**src/rtl/mrx_pkg.sv**
```systemverilog
package mrx_pkg;
  localparam int SFD_W = 8;
  // delimiter in arrival order, oldest bit at the MSB
  localparam logic [SFD_W-1:0] SFD_PAT = 8'hAB;

  typedef enum logic {ST_HUNT, ST_FRAME} rx_state_e;
endpackage

```
**src/rtl/mrx_bit_recover.sv**
```systemverilog
module mrx_bit_recover #(
  parameter int OSR = 8
) (
  input  logic clk,
  input  logic rst,
  input  logic rx_in,
  output logic bit_stb,
  output logic bit_raw,
  output logic carrier_lost
);
  localparam int QB   = OSR / 4;
  localparam int WIN  = (3 * OSR) / 4;
  localparam int LOSS = 2 * OSR;
  localparam int CW   = $clog2(LOSS + 1);

  logic [QB:0]   hist;
  logic [CW-1:0] gap;
  logic          edge_seen;
  logic          take;

  assign edge_seen = hist[0] ^ hist[1];
  // gap saturates at LOSS >= WIN, so an idle receiver takes any edge
  assign take      = edge_seen && (gap >= CW'(WIN));

  always_ff @(posedge clk) begin
    if (rst) begin
      hist         <= '0;
      gap          <= CW'(LOSS);
      bit_stb      <= 1'b0;
      bit_raw      <= 1'b0;
      carrier_lost <= 1'b0;
    end else begin
      hist         <= {hist[QB-1:0], rx_in};
      bit_stb      <= take;
      carrier_lost <= !take && (gap == CW'(LOSS - 1));
      if (take) begin
        bit_raw <= ~hist[QB];
        gap     <= CW'(1);
      end else if (gap != CW'(LOSS)) begin
        gap <= gap + CW'(1);
      end
    end
  end

  // two accepted edges never sit on adjacent samples
  a_r1_edge_spacing: assert property (@(posedge clk) disable iff (rst)
    bit_stb |=> !bit_stb);

endmodule

```
**src/rtl/mrx_polarity.sv**
```systemverilog
module mrx_polarity
  import mrx_pkg::*;
(
  input  logic clk,
  input  logic rst,
  input  logic bit_stb,
  input  logic bit_raw,
  input  logic carrier_lost,
  input  logic pol_manual,
  input  logic man_rev,
  output logic data_stb,
  output logic data_bit,
  output logic inv_q
);
  rx_state_e        st;
  logic [SFD_W-1:0] win;
  logic [SFD_W-1:0] win_nxt;
  logic             hit_norm;
  logic             hit_inv;
  logic             sfd_ok;

  always_comb begin
    win_nxt  = {win[SFD_W-2:0], bit_raw};
    hit_norm = (win_nxt == SFD_PAT);
    hit_inv  = (win_nxt == ~SFD_PAT);
    sfd_ok   = (st == ST_HUNT) && bit_stb &&
               (pol_manual ? (man_rev ? hit_inv : hit_norm) : (hit_norm || hit_inv));
  end

  always_ff @(posedge clk) begin
    if (rst) begin
      st       <= ST_HUNT;
      win      <= '0;
      data_stb <= 1'b0;
      data_bit <= 1'b0;
      inv_q    <= 1'b0;
    end else begin
      data_stb <= 1'b0;
      if (carrier_lost) begin
        st  <= ST_HUNT;
        win <= '0;
      end else if (st == ST_HUNT) begin
        if (bit_stb) win <= win_nxt;
        if (sfd_ok) begin
          st <= ST_FRAME;
          if (!pol_manual) inv_q <= hit_inv;
        end
      end else begin
        data_stb <= bit_stb;
        if (bit_stb) data_bit <= bit_raw ^ inv_q;
      end
      if (pol_manual) inv_q <= man_rev;
    end
  end

  // manual mode drives the status from the control input
  a_r6_manual_follow: assert property (@(posedge clk) disable iff (rst)
    ($past(pol_manual) && !$past(rst)) |-> (inv_q == $past(man_rev)));

  // automatic mode changes inversion only on a recognised delimiter
  a_r5_auto_hold: assert property (@(posedge clk) disable iff (rst)
    (!$past(rst) && !$past(pol_manual) && !$stable(inv_q)) |-> $past(sfd_ok));

endmodule

```
**src/rtl/mrx_nibble_pack.sv**
```systemverilog
module mrx_nibble_pack #(
  parameter int NW = 4
) (
  input  logic          clk,
  input  logic          rst,
  input  logic          data_stb,
  input  logic          data_bit,
  input  logic          carrier_lost,
  output logic [NW-1:0] rxd,
  output logic          rx_ce,
  output logic          rx_dv
);
  localparam int CW = $clog2(NW);

  logic [NW-1:0] sh;
  logic [NW-1:0] sh_nxt;
  logic [CW-1:0] cnt;

  // earliest bit shifts down to bit 0
  assign sh_nxt = {data_bit, sh[NW-1:1]};

  always_ff @(posedge clk) begin
    if (rst) begin
      sh    <= '0;
      cnt   <= '0;
      rxd   <= '0;
      rx_ce <= 1'b0;
      rx_dv <= 1'b0;
    end else begin
      rx_ce <= 1'b0;
      if (carrier_lost) begin
        sh    <= '0;
        cnt   <= '0;
        rx_dv <= 1'b0;
      end else if (data_stb) begin
        sh <= sh_nxt;
        if (cnt == CW'(NW - 1)) begin
          cnt   <= '0;
          rxd   <= sh_nxt;
          rx_ce <= 1'b1;
          rx_dv <= 1'b1;
        end else begin
          cnt <= cnt + CW'(1);
        end
      end
    end
  end

  // strobe only inside a valid frame, never back to back
  a_r9_ce_in_dv: assert property (@(posedge clk) disable iff (rst)
    rx_ce |-> rx_dv);
  a_r9_ce_single: assert property (@(posedge clk) disable iff (rst)
    rx_ce |=> !rx_ce);
  // valid drops only after a carrier-loss event
  a_r8_dv_fall: assert property (@(posedge clk) disable iff (rst)
    $fell(rx_dv) |-> $past(carrier_lost));

endmodule

```
**src/rtl/mrx_decoder.sv**
```systemverilog
module mrx_decoder #(
  parameter int OSR = 8,
  parameter int NW  = 4
) (
  input  logic          clk,
  input  logic          rst,
  input  logic          rx_in,
  input  logic          pol_manual,
  input  logic          man_rev,
  output logic [NW-1:0] rxd,
  output logic          rx_ce,
  output logic          rx_dv,
  output logic          pol_inv
);
  logic bit_stb, bit_raw, carrier_lost;
  logic data_stb, data_bit;

  mrx_bit_recover #(.OSR(OSR)) u_rec (
    .clk(clk), .rst(rst), .rx_in(rx_in),
    .bit_stb(bit_stb), .bit_raw(bit_raw), .carrier_lost(carrier_lost)
  );

  mrx_polarity u_pol (
    .clk(clk), .rst(rst), .bit_stb(bit_stb), .bit_raw(bit_raw),
    .carrier_lost(carrier_lost), .pol_manual(pol_manual), .man_rev(man_rev),
    .data_stb(data_stb), .data_bit(data_bit), .inv_q(pol_inv)
  );

  mrx_nibble_pack #(.NW(NW)) u_pack (
    .clk(clk), .rst(rst), .data_stb(data_stb), .data_bit(data_bit),
    .carrier_lost(carrier_lost), .rxd(rxd), .rx_ce(rx_ce), .rx_dv(rx_dv)
  );

  // nothing is presented while no frame is valid after reset
  a_r3_quiet_start: assert property (@(posedge clk) disable iff (rst)
    $past(rst) |-> (!rx_ce && !rx_dv));

endmodule

```
**config.mk**
```make
export PLATFORM = sky130hd
export DESIGN_NAME = mrx_decoder
export DESIGN_NICKNAME = d
export VERILOG_FILES = /design/src/rtl/mrx_pkg.sv /design/src/rtl/mrx_bit_recover.sv /design/src/rtl/mrx_polarity.sv /design/src/rtl/mrx_nibble_pack.sv /design/src/rtl/mrx_decoder.sv
export SDC_FILE = /design/constraint.sdc
export NUM_CORES = 1
export LEC_CHECK = 0
export BUFFER_PORTS_ARGS = -buffer_cell sky130_fd_sc_hd__buf_2
export CELL_PAD_IN_SITES_DETAIL_PLACEMENT = 1
export CELL_PAD_IN_SITES_GLOBAL_PLACEMENT = 1
export CORE_ASPECT_RATIO = 2
export CORE_UTILIZATION = 40
export CTS_BUF_LIST = sky130_fd_sc_hd__clkbuf_8
export DETAILED_ROUTE_END_ITERATION = 8
export PLACE_DENSITY = 0.66
export SLEW_MARGIN = 0
export SYNTH_ARGS = -nofsm -noshare
export SYNTH_HDL_FRONTEND = slang
export SYNTH_HIERARCHICAL = 1
export SYNTH_SLANG_ARGS = --single-unit
```
**constraint.sdc**
```tcl
create_clock -name clk -period 2 [get_ports clk]
set_clock_uncertainty 0.05 [all_clocks]
set_input_delay 0.4 -clock clk [delete_from_list [all_inputs] [get_ports clk]]
set_output_delay 0.4 -clock clk [all_outputs]
set_load 0.005 [all_outputs]
```
==> results of run 1 <==
critical path, delay by kind of cell, from the launching register on:
kind | cells | cell delay, ns
AO/OA/AOI/OAI | 2 | 0.32
multiplexers | 1 | 0.34
adder cells (fa/ha/maj) | 1 | 0.20
flip-flops | 1 | 0.43
flip-flops by register name, indices dropped and copies added, names as in the netlist, 2 cells and up:
register and cells:
u_pack/sh 3, u_rec/hist 3, u_pack/rxd 4, u_pack/cnt 2, u_pol/win 7, u_rec/gap 5
report_power, final:
part	switching (W)	internal, W
registers	0.0000272	0.000683
clock network	0.000235	0.000401
logic	0.0000884	0.0000878
layout make-up:
cell class                      instances  area share
Sequential cell                        33      0.4006
Tap cell                               48     0.03642
Multi-Input combinational cell        107      0.4499
Timing Repair Buffer                   11     0.03338
Clock inverter                          2     0.02049
Inverter                                4    0.009105
Clock buffer                            6     0.05008
metrics by stage:
step	util	area, sq um	total power [W]
2_1_floorplan	-	1453	0.0008607
3_3_place_gp	0.4487	1533	0.0008981
3_5_place_dp	0.4487	1533	0.0009042
4_1_cts	0.4828	1649	0.001551
5_1_grt	0.4828	1649	0.001606
6_report	0.4828	1649	0.001522
layout by cell type (no fill, tap or decap), drive strengths merged, types with 3 or more instances in the layout:
cell and instances:
mux2i 9, a21oi 12, nand2 17, inv 5, nor2b 5, ha 6
xnor2 4, buf 11, dfxtp 33, nand2b 12, nand3 3, nor3b 3
and4bb 3, nor2 12, clkbuf 6
logic make-up (layout without fill, tap and decap cells):
family | after synthesis | after routing | share of synthesized area
compound gates | 19 | 19 | 0.08528
xor+xnor | 5 | 5 | 0.03015
fa+ha+maj | 6 | 6 | 0.05168
buf+inv | 9 | 23 | 0.03445
flops | 33 | 33 | 0.4548
mux | 10 | 10 | 0.06977
simple gates | 67 | 67 | 0.2739
per-layer routing:
metal	vias to the layer above	global-route usage	part of all wire
met5	-	0	0
met4	0	0.08815	0.023
met3	5	0.03734	0.024
met2	12	0.3302	0.59
met1	501	0.1557	0.36
li1	528	-	-
worst max path at each step:
| stage | cells past startpoint | end | slack [ns] | start |
|---|---|---|---|---|
| floorplan | 5 | u_rec/gap[4] | 0.63 | u_rec/gap[1] |
| CTS | 5 | u_rec/gap[4] | 0.54 | u_rec/gap[1] |
| finish | 4 | u_rec/bit_raw | 0.54 | u_rec/gap[1] |
| detailed placement | 4 | u_rec/bit_raw | 0.54 | u_rec/gap[1] |
| global placement | 5 | u_rec/gap[4] | 0.59 | u_rec/gap[1] |
| global route | 4 | u_rec/bit_raw | 0.46 | u_rec/gap[1] |
==> reports/metrics.yaml, run 1 <==
num_antenna_cells: 0
routedWlPerCell_microns: 13.44
crit_fanout: 6
root_buffer: "clkbuf_8"
worst_slack_ns: 0.5403
firstDrtPassIters: 2
die-area_sq_mm: 0.003891
drc: 0
ys_warn_count: 6
io-pin-count: 12
clock_path_buffers: 2
drive_gt1_frac: 0.1718
grt-ovfl-total: 0
cts_sinks: 33
crit_slowest_cell: "dfxtp_1"
place_inst: 203
postSynthCellCount: 149
dp_hpwl_microns: 2154
yosysTopAreaCellShare: 0.4548
multi_input_comb_area_sq_um: 742.0
p_leak_nw: 0.6431
pre_cts_ws_ns: 0.5394
rsz0062_at_grt: "no"
post-cts-setup-buffers: 0
synth_seq_area_share: 0.4548
irDropWorstVdd_v: 0.0005395
fillCellCount: 401
hold_ws_ns: 0.2822
clk_pin_slew_ns: 0.07
synth_area_leaders: "dfxtp_1 45%, mux2i_1 6.2%, ha_1 5.2%"
antenna_left: 0
die_x_microns: 44.61
yosys_most_used_dff: "dfxtp_1"
rows: 30
p_per_area_mw_per_mm2: 923.2
maxCapViolCount: 0
finalHoldViolCount: 0
cts_max_level: 2
path_class: "flop to flop"
final-setup-viol-count: 0
first_iter_violations: 5
async_flop_share: 0
min_period_over_period: 0.7298
startpoint_type: "flop"
core_area_sq_mm: 0.003416
grt_pass1_wl_microns: 4823
synth_common_cells: "33 x dfxtp_1, 17 x nand2_1, 12 x nand2b_1, 12 x nor2_1, 10 x a21oi_1"
hp-class: "input port to flop"
slew_viol_final: 0
outcome: "finished clean"
holdBufCountCts: 0
die_height_microns: 87.23
ff2ff_setup_slack_ns: 0.54
min_period_ns: 1.460
synth_area_leader_cell: "dfxtp_1"
regArea_sq_um: 660.6
final_cells: 211
syn-cell-area_sq_mm: 0.001453
vias_per_cell: 4.957
cts_tree: "yes"
required_ns: 2.12
path_cells: "ha_1 > o21ai_2 > a21oi_2 > mux2_1"
insertion_delay_ns: 0.28
cp.arrival_ns: 1.58
gp_congestion: 0.7384
finalWirelength_microns: 2835
critPathMaxStageDelay_ns: 0.43
whs_path_depth: 2
portBuffers: 11
synth-seq-cells: 33
synth_most_common_cell: "dfxtp_1"
fin_setup_tns_ns: 0
yosys.cell_types.count: 37
end_kind: "flop"
r2r-start: "u_rec/gap[1]"
grt_usage: 0.1717
ff2ff_path_depth: 4
hp-start: "rx_in"
grt_pass1_vias: 1137
cts_buffers: 5
antenna_found_initial: 0
area.growth.synth_to_final_pct: 13.52
postSynthAreaPerCell_sq_um: 9.749
start_util: 0.4253
whs_endpoint: "u_rec/hist[0]"
worstReg2RegEnd: "u_rec/bit_raw"
cts-resized-gates: 0
routed-via-count: 1046
slew_headroom: 0.6908
max_freq_mhz: 685.1
synth_nets: 160
synth_edf_count: 0
grt_max_degree: 26
finalNetCount: 173
worst_pin_slew_ns: 0.4628
No activity file was read; power rests on OpenSTA's default activity.
==> inputs of run 2 (changes only) <==
Clock period 2 ns to 1.5 ns, I/O delays scaled along.
==> reports/metrics.yaml, run 2 (synthesized netlist as in run 1, its figures left out) <==
regArea_sq_um: 663.1
clk_pin_slew_ns: 0.07
crit_slowest_cell: "dfxtp_2"
vias_per_cell: 4.953
outcome: "finished clean"
cts_sinks: 33
fin_setup_tns_ns: 0
holdBufCountCts: 0
die_x_microns: 44.61
cts_max_level: 2
cp_num_buf_inv: 1
rsz0062_at_grt: "no"
first_iter_violations: 9
hp-class: "input port to flop"
final-setup-viol-count: 0
final_common_cell: "dfxtp_1"
grt_usage: 0.1743
largest_reg_flops: 7
regMostFlops: "u_pol/win"
core_area_sq_mm: 0.003416
crit_fanout: 5
gp_congestion: 0.6733
insertion_delay_ns: 0.28
finalNetCount: 176
p_leak_nw: 0.6603
area.growth.synth_to_final_pct: 15.76
cts_buffers: 5
irDropWorstVdd_v: 0.0008432
p_per_area_mw_per_mm2: 1223
firstDrtPassIters: 4
max_freq_mhz: 704.0
num_antenna_cells: 0
fillCellCount: 394
antenna_left: 0
drive_gt1_frac: 0.1988
die-area_sq_mm: 0.003891
root_buffer: "clkbuf_8"
startpoint_type: "flop"
die_height_microns: 87.23
min_period_over_period: 0.9470
routedWlPerCell_microns: 13.66
rows: 30
maxCapViolCount: 0
final_core_util: 0.4923
mostFrequentLayoutCells: "31 x dfxtp_1, 17 x nand2_1, 12 x nor2_1, 12 x nand2b_1, 11 x buf_2"
worst_pin_slew_ns: 0.4505
placed_area_sq_mm: 0.001555
min_period_ns: 1.421
end_kind: "flop"
routed-via-count: 1060
cp.arrival_ns: 1.54
design_area_sq_mm: 0.001682
required_ns: 1.62
io-pin-count: 12
dp_hpwl_microns: 2169
p_total_w: 0.002057
critPathMaxStageDelay_ns: 0.34
slew_headroom: 0.6991
cp_top_family: "flip-flops"
portBuffers: 11
grt-ovfl-total: 0
finalHoldViolCount: 0
finalWirelength_microns: 2924
path_cells: "inv_1 > ha_1 > o21ai_2 > a21oi_4 > mux2_1"
grt_pass1_wl_microns: 4947
drc: 0
clock_path_buffers: 2
slew_viol_final: 0
post-cts-setup-buffers: 0
grt_pass1_vias: 1120
hold_ws_ns: 0.1780
antenna_found_initial: 0
grt_max_degree: 15
path_class: "flop to flop"
start_util: 0.4253
multi_input_comb_area_sq_um: 749.5
cts_tree: "yes"
top_regs: "u_pol/win: 7 flops, u_rec/gap: 5 flops, u_pack/rxd: 4 flops"
==> run 2: cell types whose count changed in the layout (fill, tap and decap cells not counted) <==
cell,previous run,this run
buf_4,0,3
dfxtp_1,33,31
a21oi_2,2,1
a21oi_4,0,1
dfxtp_2,0,2
==> run 2: layer usage <==
metal | share of wire | track usage | vias up
met5 | 0 | 0 | -
met4 | 0.0072 | 0.06612 | 0
met3 | 0.026 | 0.04979 | 4
met2 | 0.59 | 0.3289 | 13
met1 | 0.37 | 0.1677 | 511
li1 | - | - | 532
==> run 2: cell type report <==
type / count / share of cell area
multi-input combinational: 107 / 0.4457
sequential: 33 / 0.3943
clock buffer: 6 / 0.04911
timing repair buffer: 14 / 0.04613
tap: 48 / 0.03571
clock inverter: 2 / 0.02009
inverter: 4 / 0.008929
==> run 2: power breakdown <==
part	switching (W)	total (W)	internal, W	leakage (nW)
clock network	0.000328	0.000862	0.000535	0.0626
registers	0.0000391	0.000954	0.000915	0.268
logic	0.000119	0.000240	0.000121	0.330
==> run 2: final timing paths <==
path                                       to  cells after the start          start  slack (ns)
worst min register to register  u_pack/rxd[0]                      2  u_pack/rxd[0]        0.42
worst min-delay path            u_rec/hist[0]                      2          rx_in        0.18
worst max-delay path            u_rec/bit_raw                      5   u_rec/gap[0]        0.08
worst max register to register  u_rec/bit_raw                      5   u_rec/gap[0]        0.08
==> run 2: what timing repair did <==
| action | CTS | global route |
|---|---|---|
| endpoints found under the hold margin | 0 | 0 |
| resized for setup | 0 | 3 |
| endpoints found under the setup margin | 0 | 2 |
==> run 2: per-stage QoR <==
step	instances	setup WS (ns)
after floorplan	149	0.1253
after global placement	206	0.09227
after detailed placement	206	0.02521
after CTS	214	0.01333
after global routing	214	0.01502
final	214	0.07947
==> run 2: worst register-to-register path: stages, from the launching register on <==
cell     delay (ns)
dfxtp_2        0.34
inv_1          0.08
ha_1           0.21
o21ai_2        0.21
a21oi_4        0.10
mux2_1         0.32
